`src/rtl/chg_ind_pkg.sv`:
```
package chg_ind_pkg;

  localparam logic [2:0] ST_IDLE  = 3'd0;
  localparam logic [2:0] ST_XFER  = 3'd1;
  localparam logic [2:0] ST_DONE  = 3'd2;
  localparam logic [2:0] ST_FAULT = 3'd3;
  localparam logic [2:0] ST_WARN  = 3'd4;
  localparam logic [2:0] ST_ALARM = 3'd5;

  // control -> datapath strobes
  typedef struct packed {
    logic clr;
    logic toneEn;
    logic greenOn;
    logic redOn;
  } seqStrobe_t;

endpackage

```
`src/rtl/ind_tick_dp.sv`:
```
module ind_tick_dp
  import chg_ind_pkg::*;
#(
  parameter int DIV_W = 16
) (
  input  logic             clk,
  input  logic             rstN,
  input  logic [DIV_W-1:0] tickDiv,
  input  seqStrobe_t       strb,
  output logic             msTick,
  output logic             greenLed,
  output logic             redLed,
  output logic             buzzer
);

  logic [DIV_W-1:0] divCnt;
  logic [1:0]       qPh;
  logic             qTick;
  logic             toneSq;
  logic             greenQ;
  logic             redQ;

  assign qTick  = (divCnt == tickDiv);
  assign msTick = qTick && (qPh == 2'd3);

  always_ff @(posedge clk) begin
    if (!rstN) begin
      divCnt <= '0;
      qPh    <= '0;
      toneSq <= 1'b0;
      greenQ <= 1'b0;
      redQ   <= 1'b0;
    end else begin
      if (strb.clr || qTick) divCnt <= '0;
      else                   divCnt <= divCnt + DIV_W'(1);

      if (strb.clr)   qPh <= '0;
      else if (qTick) qPh <= qPh + 2'd1;

      if (strb.clr || !strb.toneEn) toneSq <= 1'b0;
      else if (qTick)               toneSq <= ~toneSq;

      greenQ <= strb.greenOn;
      redQ   <= strb.redOn;
    end
  end

  assign greenLed = greenQ;
  assign redLed   = redQ;
  assign buzzer   = toneSq;

  // with a nonzero divider two ticks never fall on adjacent clocks
  assert_tick_gap_R11: assert property (@(posedge clk) disable iff (!rstN)
    (qTick && tickDiv != '0) |=> (!qTick || tickDiv == '0));

  // a sounding buzzer only moves on a quarter tick
  assert_buzz_hold_R6: assert property (@(posedge clk) disable iff (!rstN)
    (!qTick && !strb.clr && strb.toneEn) |=> $stable(toneSq));

endmodule

```
`src/rtl/ind_seq_ctrl.sv`:
```
module ind_seq_ctrl
  import chg_ind_pkg::*;
#(
  parameter int SLOW_MS  = 1000,
  parameter int FAST_MS  = 250,
  parameter int CHIME_MS = 400,
  parameter int TONE_MS  = 400,
  parameter int GAP_MS   = 800,
  parameter int ALARM_MS = 30000,
  parameter int QUIET_MS = 30000
) (
  input  logic       clk,
  input  logic       rstN,
  input  logic [2:0] stateCode,
  input  logic       standbyOpt,
  input  logic       msTick,
  output seqStrobe_t strb
);

  localparam int EW = $clog2(ALARM_MS + QUIET_MS + CHIME_MS + 1);
  localparam int BW = $clog2(2*SLOW_MS + 2*FAST_MS + TONE_MS + GAP_MS + 1);

  localparam logic [BW-1:0] SLOW_LAST  = BW'(2*SLOW_MS - 1);
  localparam logic [BW-1:0] FAST_LAST  = BW'(2*FAST_MS - 1);
  localparam logic [BW-1:0] BURST_LAST = BW'(TONE_MS + GAP_MS - 1);
  localparam logic [BW-1:0] SLOW_ON    = BW'(SLOW_MS);
  localparam logic [BW-1:0] FAST_ON    = BW'(FAST_MS);
  localparam logic [BW-1:0] TONE_ON    = BW'(TONE_MS);
  localparam logic [EW-1:0] CHIME_LEN  = EW'(CHIME_MS);
  localparam logic [EW-1:0] ALARM_LEN  = EW'(ALARM_MS);
  localparam logic [EW-1:0] CYC_LAST   = EW'(ALARM_MS + QUIET_MS - 1);

  logic [2:0]    stateQ;
  logic          optQ;
  logic          optTaken;
  logic [EW-1:0] eCnt;     // ms since entry (wraps in alarm cadence)
  logic [BW-1:0] bCnt;     // ms within current blink period
  logic [BW-1:0] bLast;
  logic [BW-1:0] bOnLim;
  logic          bLit;
  logic          chg;

  assign chg = (stateCode != stateQ);

  always_comb begin
    case (stateQ)
      ST_WARN:  begin bLast = FAST_LAST;  bOnLim = FAST_ON; end
      ST_ALARM: begin bLast = BURST_LAST; bOnLim = TONE_ON; end
      default:  begin bLast = SLOW_LAST;  bOnLim = SLOW_ON; end
    endcase
  end

  assign bLit = (bCnt < bOnLim);

  always_comb begin
    strb.clr     = chg;
    strb.toneEn  = 1'b0;
    strb.greenOn = 1'b0;
    strb.redOn   = 1'b0;
    case (stateQ)
      ST_IDLE: begin
        strb.greenOn = optQ;
        strb.redOn   = optQ;
      end
      ST_XFER: begin
        strb.greenOn = bLit;
        strb.toneEn  = (eCnt < CHIME_LEN);
      end
      ST_DONE:  strb.greenOn = 1'b1;
      ST_WARN:  strb.redOn   = bLit;
      ST_ALARM: begin
        strb.redOn  = bLit;
        strb.toneEn = bLit && (eCnt < ALARM_LEN);
      end
      default:  strb.redOn = 1'b1;
    endcase
  end

  always_ff @(posedge clk) begin
    if (!rstN) begin
      stateQ   <= ST_IDLE;
      optQ     <= 1'b0;
      optTaken <= 1'b0;
      eCnt     <= '0;
      bCnt     <= '0;
    end else begin
      if (!optTaken) begin
        optQ     <= standbyOpt;
        optTaken <= 1'b1;
      end
      if (chg) begin
        stateQ <= stateCode;
        eCnt   <= '0;
        bCnt   <= '0;
      end else if (msTick) begin
        bCnt <= (bCnt == bLast) ? '0 : bCnt + BW'(1);
        if (stateQ == ST_ALARM)
          eCnt <= (eCnt == CYC_LAST) ? '0 : eCnt + EW'(1);
        else if (eCnt != CHIME_LEN)
          eCnt <= eCnt + EW'(1);
      end
    end
  end

  // the captured option never moves after capture
  assert_opt_hold_R1: assert property (@(posedge clk) disable iff (!rstN)
    (optTaken && $past(optTaken)) |-> $stable(optQ));

  // chime ends after its last millisecond
  assert_chime_end_R7: assert property (@(posedge clk) disable iff (!rstN)
    (!chg && stateQ == ST_XFER && msTick && eCnt == CHIME_LEN - EW'(1)) |=> !strb.toneEn);

  // silent section of the alarm cycle
  assert_quiet_R9: assert property (@(posedge clk) disable iff (!rstN)
    (stateQ == ST_ALARM && eCnt >= ALARM_LEN) |-> !strb.toneEn);

  // green stays dark in the foreign-object fault
  assert_green_dark_R8: assert property (@(posedge clk) disable iff (!rstN)
    (stateQ == ST_ALARM) |-> !strb.greenOn);

  // leaving the alarm for a non-transfer state silences the tone
  assert_leave_R10: assert property (@(posedge clk) disable iff (!rstN)
    (chg && stateQ == ST_ALARM && stateCode != ST_XFER) |=> !strb.toneEn);

endmodule

```
`src/rtl/charge_status_ind.sv`:
```
module charge_status_ind
  import chg_ind_pkg::*;
#(
  parameter int DIV_W    = 16,
  parameter int SLOW_MS  = 1000,
  parameter int FAST_MS  = 250,
  parameter int CHIME_MS = 400,
  parameter int TONE_MS  = 400,
  parameter int GAP_MS   = 800,
  parameter int ALARM_MS = 30000,
  parameter int QUIET_MS = 30000
) (
  input  logic             clk,
  input  logic             rstN,
  input  logic [2:0]       stateCode,
  input  logic             standbyOpt,
  input  logic [DIV_W-1:0] tickDiv,
  output logic             greenLed,
  output logic             redLed,
  output logic             buzzer
);

  seqStrobe_t strb;
  logic       msTick;

  ind_seq_ctrl #(
    .SLOW_MS(SLOW_MS), .FAST_MS(FAST_MS), .CHIME_MS(CHIME_MS),
    .TONE_MS(TONE_MS), .GAP_MS(GAP_MS), .ALARM_MS(ALARM_MS), .QUIET_MS(QUIET_MS)
  ) u_ctrl (
    .clk(clk), .rstN(rstN), .stateCode(stateCode), .standbyOpt(standbyOpt),
    .msTick(msTick), .strb(strb)
  );

  ind_tick_dp #(.DIV_W(DIV_W)) u_dp (
    .clk(clk), .rstN(rstN), .tickDiv(tickDiv), .strb(strb), .msTick(msTick),
    .greenLed(greenLed), .redLed(redLed), .buzzer(buzzer)
  );

  // a high buzzer in a settled foreign-object fault always has red lit
  assert_red_with_tone_R8: assert property (@(posedge clk) disable iff (!rstN)
    (stateCode == ST_ALARM && $past(stateCode) == ST_ALARM &&
     $past(stateCode, 2) == ST_ALARM && buzzer) |-> redLed);

endmodule

```
`config.mk`:
```
export PLATFORM = sky130hd
export DESIGN_NAME = charge_status_ind
export DESIGN_NICKNAME = d
export VERILOG_FILES = /design/src/rtl/chg_ind_pkg.sv /design/src/rtl/ind_tick_dp.sv /design/src/rtl/ind_seq_ctrl.sv /design/src/rtl/charge_status_ind.sv
export SDC_FILE = /design/constraint.sdc
export NUM_CORES = 1
export LEC_CHECK = 0
export BUFFER_PORTS_ARGS = -buffer_cell sky130_fd_sc_hd__buf_2
export CORE_MARGIN = 5
export CORE_UTILIZATION = 46
export DETAILED_ROUTE_END_ITERATION = 12
export GPL_TIMING_DRIVEN = 0
export HOLD_SLACK_MARGIN = 0.15
export SKIP_LAST_GASP = 1
export SYNTH_ARGS = -nofsm -noshare
export SYNTH_HDL_FRONTEND = slang
export SYNTH_SLANG_ARGS = --single-unit
```
`constraint.sdc`:
```
create_clock -name clk -period 2.6 [get_ports clk]
set_input_delay 0.13 -clock clk [delete_from_list [all_inputs] [get_ports clk]]
set_output_delay 0.13 -clock clk [all_outputs]
set_load 0.005 [all_outputs]
```
After elaboration in Yosys (flattened, before gate mapping)
Index checks and enable logic that the tools add are counted.

Latch bits: 0. Bits in read-only memories: 0. Memories kept: 0. Input bits: 22. Register bits after elaboration: 54. Memory bits (writable): 0. Output and inout bits: 3. Logic and storage cells: 52.

Shifts and indexed selects: 0. Reductions and logical operators: 13. Div/mod/pow operators: 0. $add $sub $neg: 4. Order comparisons: 3. Bitwise logic cells: 2. Multiplexer cells: 10. Multiply operators: 0. Equality and inequality tests: 10.

Operators by type and width (number): 16-bit two-way mux (3); 16-bit by 1-bit adder with 16-bit output (second input constant) (2); 11-bit one-hot mux with 2 select lines (1); 10-bit one-hot mux with 2 select lines (1); 16-bit == test (1); 16-bit == test (second input constant) (1); 16-bit by 15-bit < comparator with 1-bit output (second input constant) (1); 16-bit by 9-bit < comparator with 1-bit output (second input constant) (1); 16-bit by 9-bit inequality test with 1-bit output (second input constant) (1); 12-bit by 1-bit adder with 12-bit output (second input constant) (1); 12-bit by 11-bit == test with 1-bit output (1); 12-bit by 10-bit < comparator with 1-bit output (1); 12-bit two-way mux (1); 2-bit OR reduction (5); 3-bit == test (second input constant) (2); 1-bit one-hot mux with 3 select lines (2); 3-bit by 1-bit == test with 1-bit output (second input constant) (1); 3-bit by 2-bit == test with 1-bit output (second input constant) (1); 3-bit logical NOT (1); 3-bit inequality test (1); 2-bit by 1-bit adder with 2-bit output (second input constant) (1); 2-bit == test (second input constant) (1); 1-bit logical AND (2); 1-bit logical OR (2); other kinds (6) (7).

Depth between registers and ports, before layout
Word-level depth: 8. Depth in mapped cells: 10. Mapped depth without buffers: 9.

By module
From an unflattened synthesis, not the netlist that was laid out.

Cell total of the unflattened synthesis: 351. Area total of the unflattened synthesis: 3165.5 um^2.

By module, submodules not included: ind_seq_ctrl (seq. area each 660.6 um^2, area an instance 2025.7 um^2, cells an instance 231, times used 1); ind_tick_dp (seq. area each 420.4 um^2, area an instance 1139.8 um^2, cells an instance 120, times used 1).

Worst setup path before layout
Ideal clock, no wire load.

Kind: flip-flop to flip-flop. From: register u_ctrl.stateQ[2]. To: register u_dp.greenQ, in the netlist u_dp.greenLed. Arrival time: 1996 ps. Data required time: 2486 ps. Period minus slack after synthesis: 2110 ps. Setup slack: 490 ps. Library setup time: 114 ps. Buffers on the path: 0. Cell stages (with the launch flop): 10. Path through: dfxtp_1 > nor2b_1 > nand2_1 > inv_1 > ha_1 > a21oi_1 > o21bai_1 > a22oi_1 > nand3b_1 > a2111oi_0.

Longest elaborated chain between the ends: 4. Elaborated cells between the ends (all ways): 8. Classes of those cells: order compare (1); eq/ne (4); mux (2); reduce/logical (1).

Ends and longest elaborated chain: start: declaration (RTL line ind_seq_ctrl.sv:33) `logic [2:0] stateQ;`; start signal: assignment (RTL line ind_seq_ctrl.sv:92) `stateQ <= stateCode;`; 3-bit == test (RTL line ind_seq_ctrl.sv:46) `case (stateQ)`; 10-bit one-hot mux with 2 select lines (RTL line ind_seq_ctrl.sv:46); 12-bit by 10-bit < comparator with 1-bit output (RTL line ind_seq_ctrl.sv:53) `assign bLit = (bCnt < bOnLim);`; 1-bit one-hot mux with 3 select lines * (RTL line ind_seq_ctrl.sv:60) `case (stateQ)`; end signal: assignment (RTL line ind_tick_dp.sv:43) `greenQ <= strb.greenOn;`; end: declaration (RTL line ind_tick_dp.sv:20) `logic greenQ;`.

Mark *: on every way between the ends. The rest lies on a longest branch, timed or not. A chain may end at the register's enable or synchronous reset.

Final worst setup path
Ends and elaborated chain as after synthesis.

==> impl_summary.txt <==
----------------------------------------------------
[Run status]
  Outcome ... completed

[Setup path]
  Total number of cells along the worst setup path ... 9
  Family with the most delay on the worst path ... compound AO/OA/AOI/OAI gates
  Setup slack, reg-to-reg ... 0.24 ns
  Total buffers and inverters traversed by the critical path ... 1
  Critical-path maximum fanout ... 7
  Biggest cell delay along the critical path ... 0.45 ns
  Data required time at the worst endpoint ... 2.80 ns
  Endpoint kind of the worst setup timing path ... flip-flop
  Critical R2R Launch ... u_ctrl.stateQ[2]
  Number of cells on the worst reg-to-reg path ... 9
  Type of the worst setup path ... flip-flop to flip-flop
  Destination of the worst register-to-register timing path ... u_dp.greenLed
  Slowest library cell on the worst path ... dfxtp_1
  Sequence of cells on the critical path ... nor2b_4 -> nand2_1 -> inv_1 -> ha_1 -> a21oi_1 -> o21bai_1 -> a22oi_1 -> nand3b_1 -> a2111oi_1
  Worst endpoint data arrival time ... 2.56 ns
  Launching element type of the critical path ... flip-flop

[Final layout]
  Non-filler instance count after layout ... 481
  Final net count ... 437
  Share of layout cells above drive strength 1 ... 12.87%
  Final instance area ... 3456 µm²
  Antenna diode count ... 0
  Area growth from synthesis to final layout ... 11.69%
  Fill count ... 637

[Placement]
  Routability-driven placement congestion ratio ... 0.9029
  Input/output buffers ... 24
  Cell count after placement ... 469
  Hpwl dp ... 5.574 mm
  Area post-placement ... 3311 µm²

[Floorplanning]
  Number of primary I/O pins ... 25
  Chip Width ... 92.02 µm
  Initial Utilization ... 47.91%
  Core ar. ... 6459 µm²
  Vertical die dimension ... 92.02 µm
  Placement row count ... 29
  Die Area ... 8467 µm²

[Yosys]
  Gate count of the mapped netlist ... 368
  Share of synthesized flip-flops with an asynchronous set or reset ... 0%
  Syn_nets ... 401
  Post-synth EDFFs ... 0
  Combined area of all synthesized cells ... 3094 µm²
  Count of state elements after synthesis ... 54
  Leading area contributor after synthesis ... dfxtp_1
  Fraction of synthesized cell area taken by the top area cell type ... 34.94%
  Proportion of synthesized chip area in sequential cells ... 34.94%
  Number of warnings reported in the yosys synthesis log ... 0
  Biggest area contributors in the synthesized netlist ... dfxtp_1, xor2_1, ha_1, nor2_1, a21oi_1
  Mean area per synthesized cell ... 8.408 µm²
  Top_reg_cell synth ... dfxtp_1
  Netlist cell types ... 50

[Clocking]
  TritonCTS clock tree ... built
  Number of clock sinks seen by CTS ... 54
  H-Tree Level Count ... 2
  Clock-pin slew reported for the worst setup and hold paths after clock tree synthesis ... 0.10 ns
  CTS Buffer Depth ... 2
  Source-to-sink clock delay at the later pin of the worst-skew pair ... 0.31 ns
  Post-CTS setup buffers ... 0
  Number of buffers created by CTS ... 5
  Clock root cell ... clkbuf_8

[Hold path]
  Hold path cells ... 1
  Type of the most critical hold path ... flip-flop to flip-flop
  Worst hold start ... u_dp.divCnt[0]
  Hold Path Sink ... u_dp.divCnt[0]

[Drt]
  Drc violations ... 0
  Detailed Route WL ... 7.428 mm
  Final antenna-violating net count ... 0
  Total vias in the final route ... 2783
  Routed wire per std cell ... 15.44 µm
  Detailed Route Iter0 Violations ... 128
  Number of iterations in the first detailed-routing pass ... 4
  Avg Vias per Cell ... 5.786

[Timing]
  Unrepaired setup endpoints after global routing ... no
  Setup violators final ... 0
  Worst slew margin relative to its limit ... 64.15%
  Total count of hold-check failures in the final report ... 0
  Transition time of the tightest slew-check pin ... 0.5378 ns
  Layout Skew ... 0.007317 ns
  Period utilization ... 90.65%
  Number of slew-limit violations in the final report ... 0
  Shortest period the worst path allows ... 2.357 ns
  Total negative slack ... 0 ns
  Fmax achieved ... 424.3 MHz
  Fin Hold WS ... 0.4906 ns

[Flow run]
  Max-cap violations ... 0

[Global route]
  Global-route wire length before repair ... 12.96 mm
  Global routing usage summed across all routing layers ... 18.64%
  Initial antenna violation count ... 0
  Via count of the first global-routing pass ... 2664
  Pin count of the biggest net entering global routing ... 16
  GRT overflow ... 0

[Power and ir drop]
  Maximum vdd ir drop ... 0.2185 mV
  Pwr/cell area ... 401.8 nW/µm²
  Leakage power of the design ... 1.167 nW
  Power consumption ... 1.388 mW

----------------------------------------------------
## power by group
| part | switching, mW | internal [mW] | total [mW] | leakage, nW |
|---|---|---|---|---|
| Combinational | 0.0468 | 0.0413 | 0.0880 | 0.692 |
| Sequential | 0.00598 | 0.834 | 0.840 | 0.437 |
| Clock | 0.275 | 0.186 | 0.461 | 0.0373 |
## flip-flops by register name (all words and copies together), names as in the netlist
name and flops:
u_dp.divCnt 16, u_ctrl.stateQ 3, u_dp.greenLed 1, u_dp.qPh 2
u_ctrl.optTaken 1, u_dp.buzzer 1, u_dp.redLed 1, u_ctrl.optQ 1
u_ctrl.eCnt 16, u_ctrl.bCnt 12
## routing by layer
metal  wire (µm)  GRT usage, %
met5           0             0
met4          93         5.074
met3         258         3.355
met2        3322         29.14
met1        3753         26.42
## metrics by stage
stage / worst slack, ns / utilization, %
floorplan: 0.4900 / -
global placement: 0.07098 / 51.26
detailed placement: 0.1249 / 51.26
CTS: 0.07811 / 53.27
global route: 0.002745 / 53.51
finish: 0.2430 / 53.51
## kinds of logic (layout without fill, tap and decap cells)
family,Yosys count,after routing,synth area share (%)
and+or+nand+nor,159,159,29.36
muxes,3,3,0.9705
adders and majority gates,11,11,4.448
buffers and inverters,28,64,4.003
DFF,54,54,34.94
xor gates and xnor gates,35,35,9.907
AOI/OAI and AO/OA,78,78,16.38
## Yosys cell counts (4+ instances only)
master     n
and2_1     5
a211oi_1   5
ha_1      11
and4_1     5
nor2_1    31
nand3_1   17
clkbuf_1  10
a31oi_1    5
inv_1      8
xnor2_1   11
nor3_1    13
and3_1     8
o21ai_0   19
buf_2      9
a21oi_1   20
or3_1     10
nand4_1   15
o31ai_1    7
dfxtp_1   54
xor2_1    24
nand2_1   26
or4_1      4
nor3b_1    4
## repair_timing
action                                  in CTS  in global routing
hold buffers                                 5                  0
gates resized for setup                      0                  5
endpoints found under the setup margin       0                 12
hold endpoints to repair                     7                  0
## cell usage in the layout (no fill, tap or decap), types with 3 or more instances in the layout
cell type / netlist / final
a211oi_1: 5 / 5
a21oi_1: 20 / 20
a31oi_1: 5 / 5
and2_1: 5 / 5
and3_1: 8 / 8
and4_1: 5 / 5
buf_2: 9 / 33
clkbuf_1: 10 / 11
clkbuf_8: 0 / 5
dfxtp_1: 54 / 53
dlygate4sd3_1: 0 / 5
ha_1: 11 / 11
inv_1: 8 / 8
mux2i_1: 3 / 3
nand2_1: 26 / 26
nand3_1: 17 / 17
nand4_1: 15 / 15
nand4b_1: 3 / 3
nor2_1: 31 / 31
nor3_1: 13 / 13
nor3b_1: 4 / 4
nor4_2: 3 / 3
o2111ai_1: 3 / 3
o21a_1: 3 / 3
o21ai_0: 19 / 19
o221a_2: 3 / 3
o31a_1: 3 / 3
o31ai_1: 7 / 6
or3_1: 10 / 10
or4_1: 4 / 4
xnor2_1: 11 / 11
xor2_1: 24 / 24
## layout make-up
type	instances	area (µm²)	area share [%]
buffer	20	93.84	2.715
clock buffer	6	72.57	2.100
clock inverter	1	7.507	0.2172
inverter	8	30.03	0.8689
multi-input combinational	286	1903	55.07
sequential	54	1082	31.32
tap	77	96.34	2.788
timing repair buffer	29	170.2	4.924
## how the worst max path moves through the flow
stage	from	endpoint	slack [ns]
2_1_floorplan	u_ctrl.stateQ[2]	u_dp.greenLed	0.49
3_3_place_gp	u_ctrl.stateQ[2]	u_dp.greenLed	0.07
3_5_place_dp	u_ctrl.stateQ[2]	u_ctrl.bCnt[11]	0.12
4_1_cts	u_ctrl.stateQ[2]	u_ctrl.bCnt[11]	0.08
5_1_grt	u_ctrl.stateQ[2]	u_dp.greenLed	0.003
6_report	u_ctrl.stateQ[2]	u_dp.greenLed	0.24
Power figures use the tool's default switching activity.
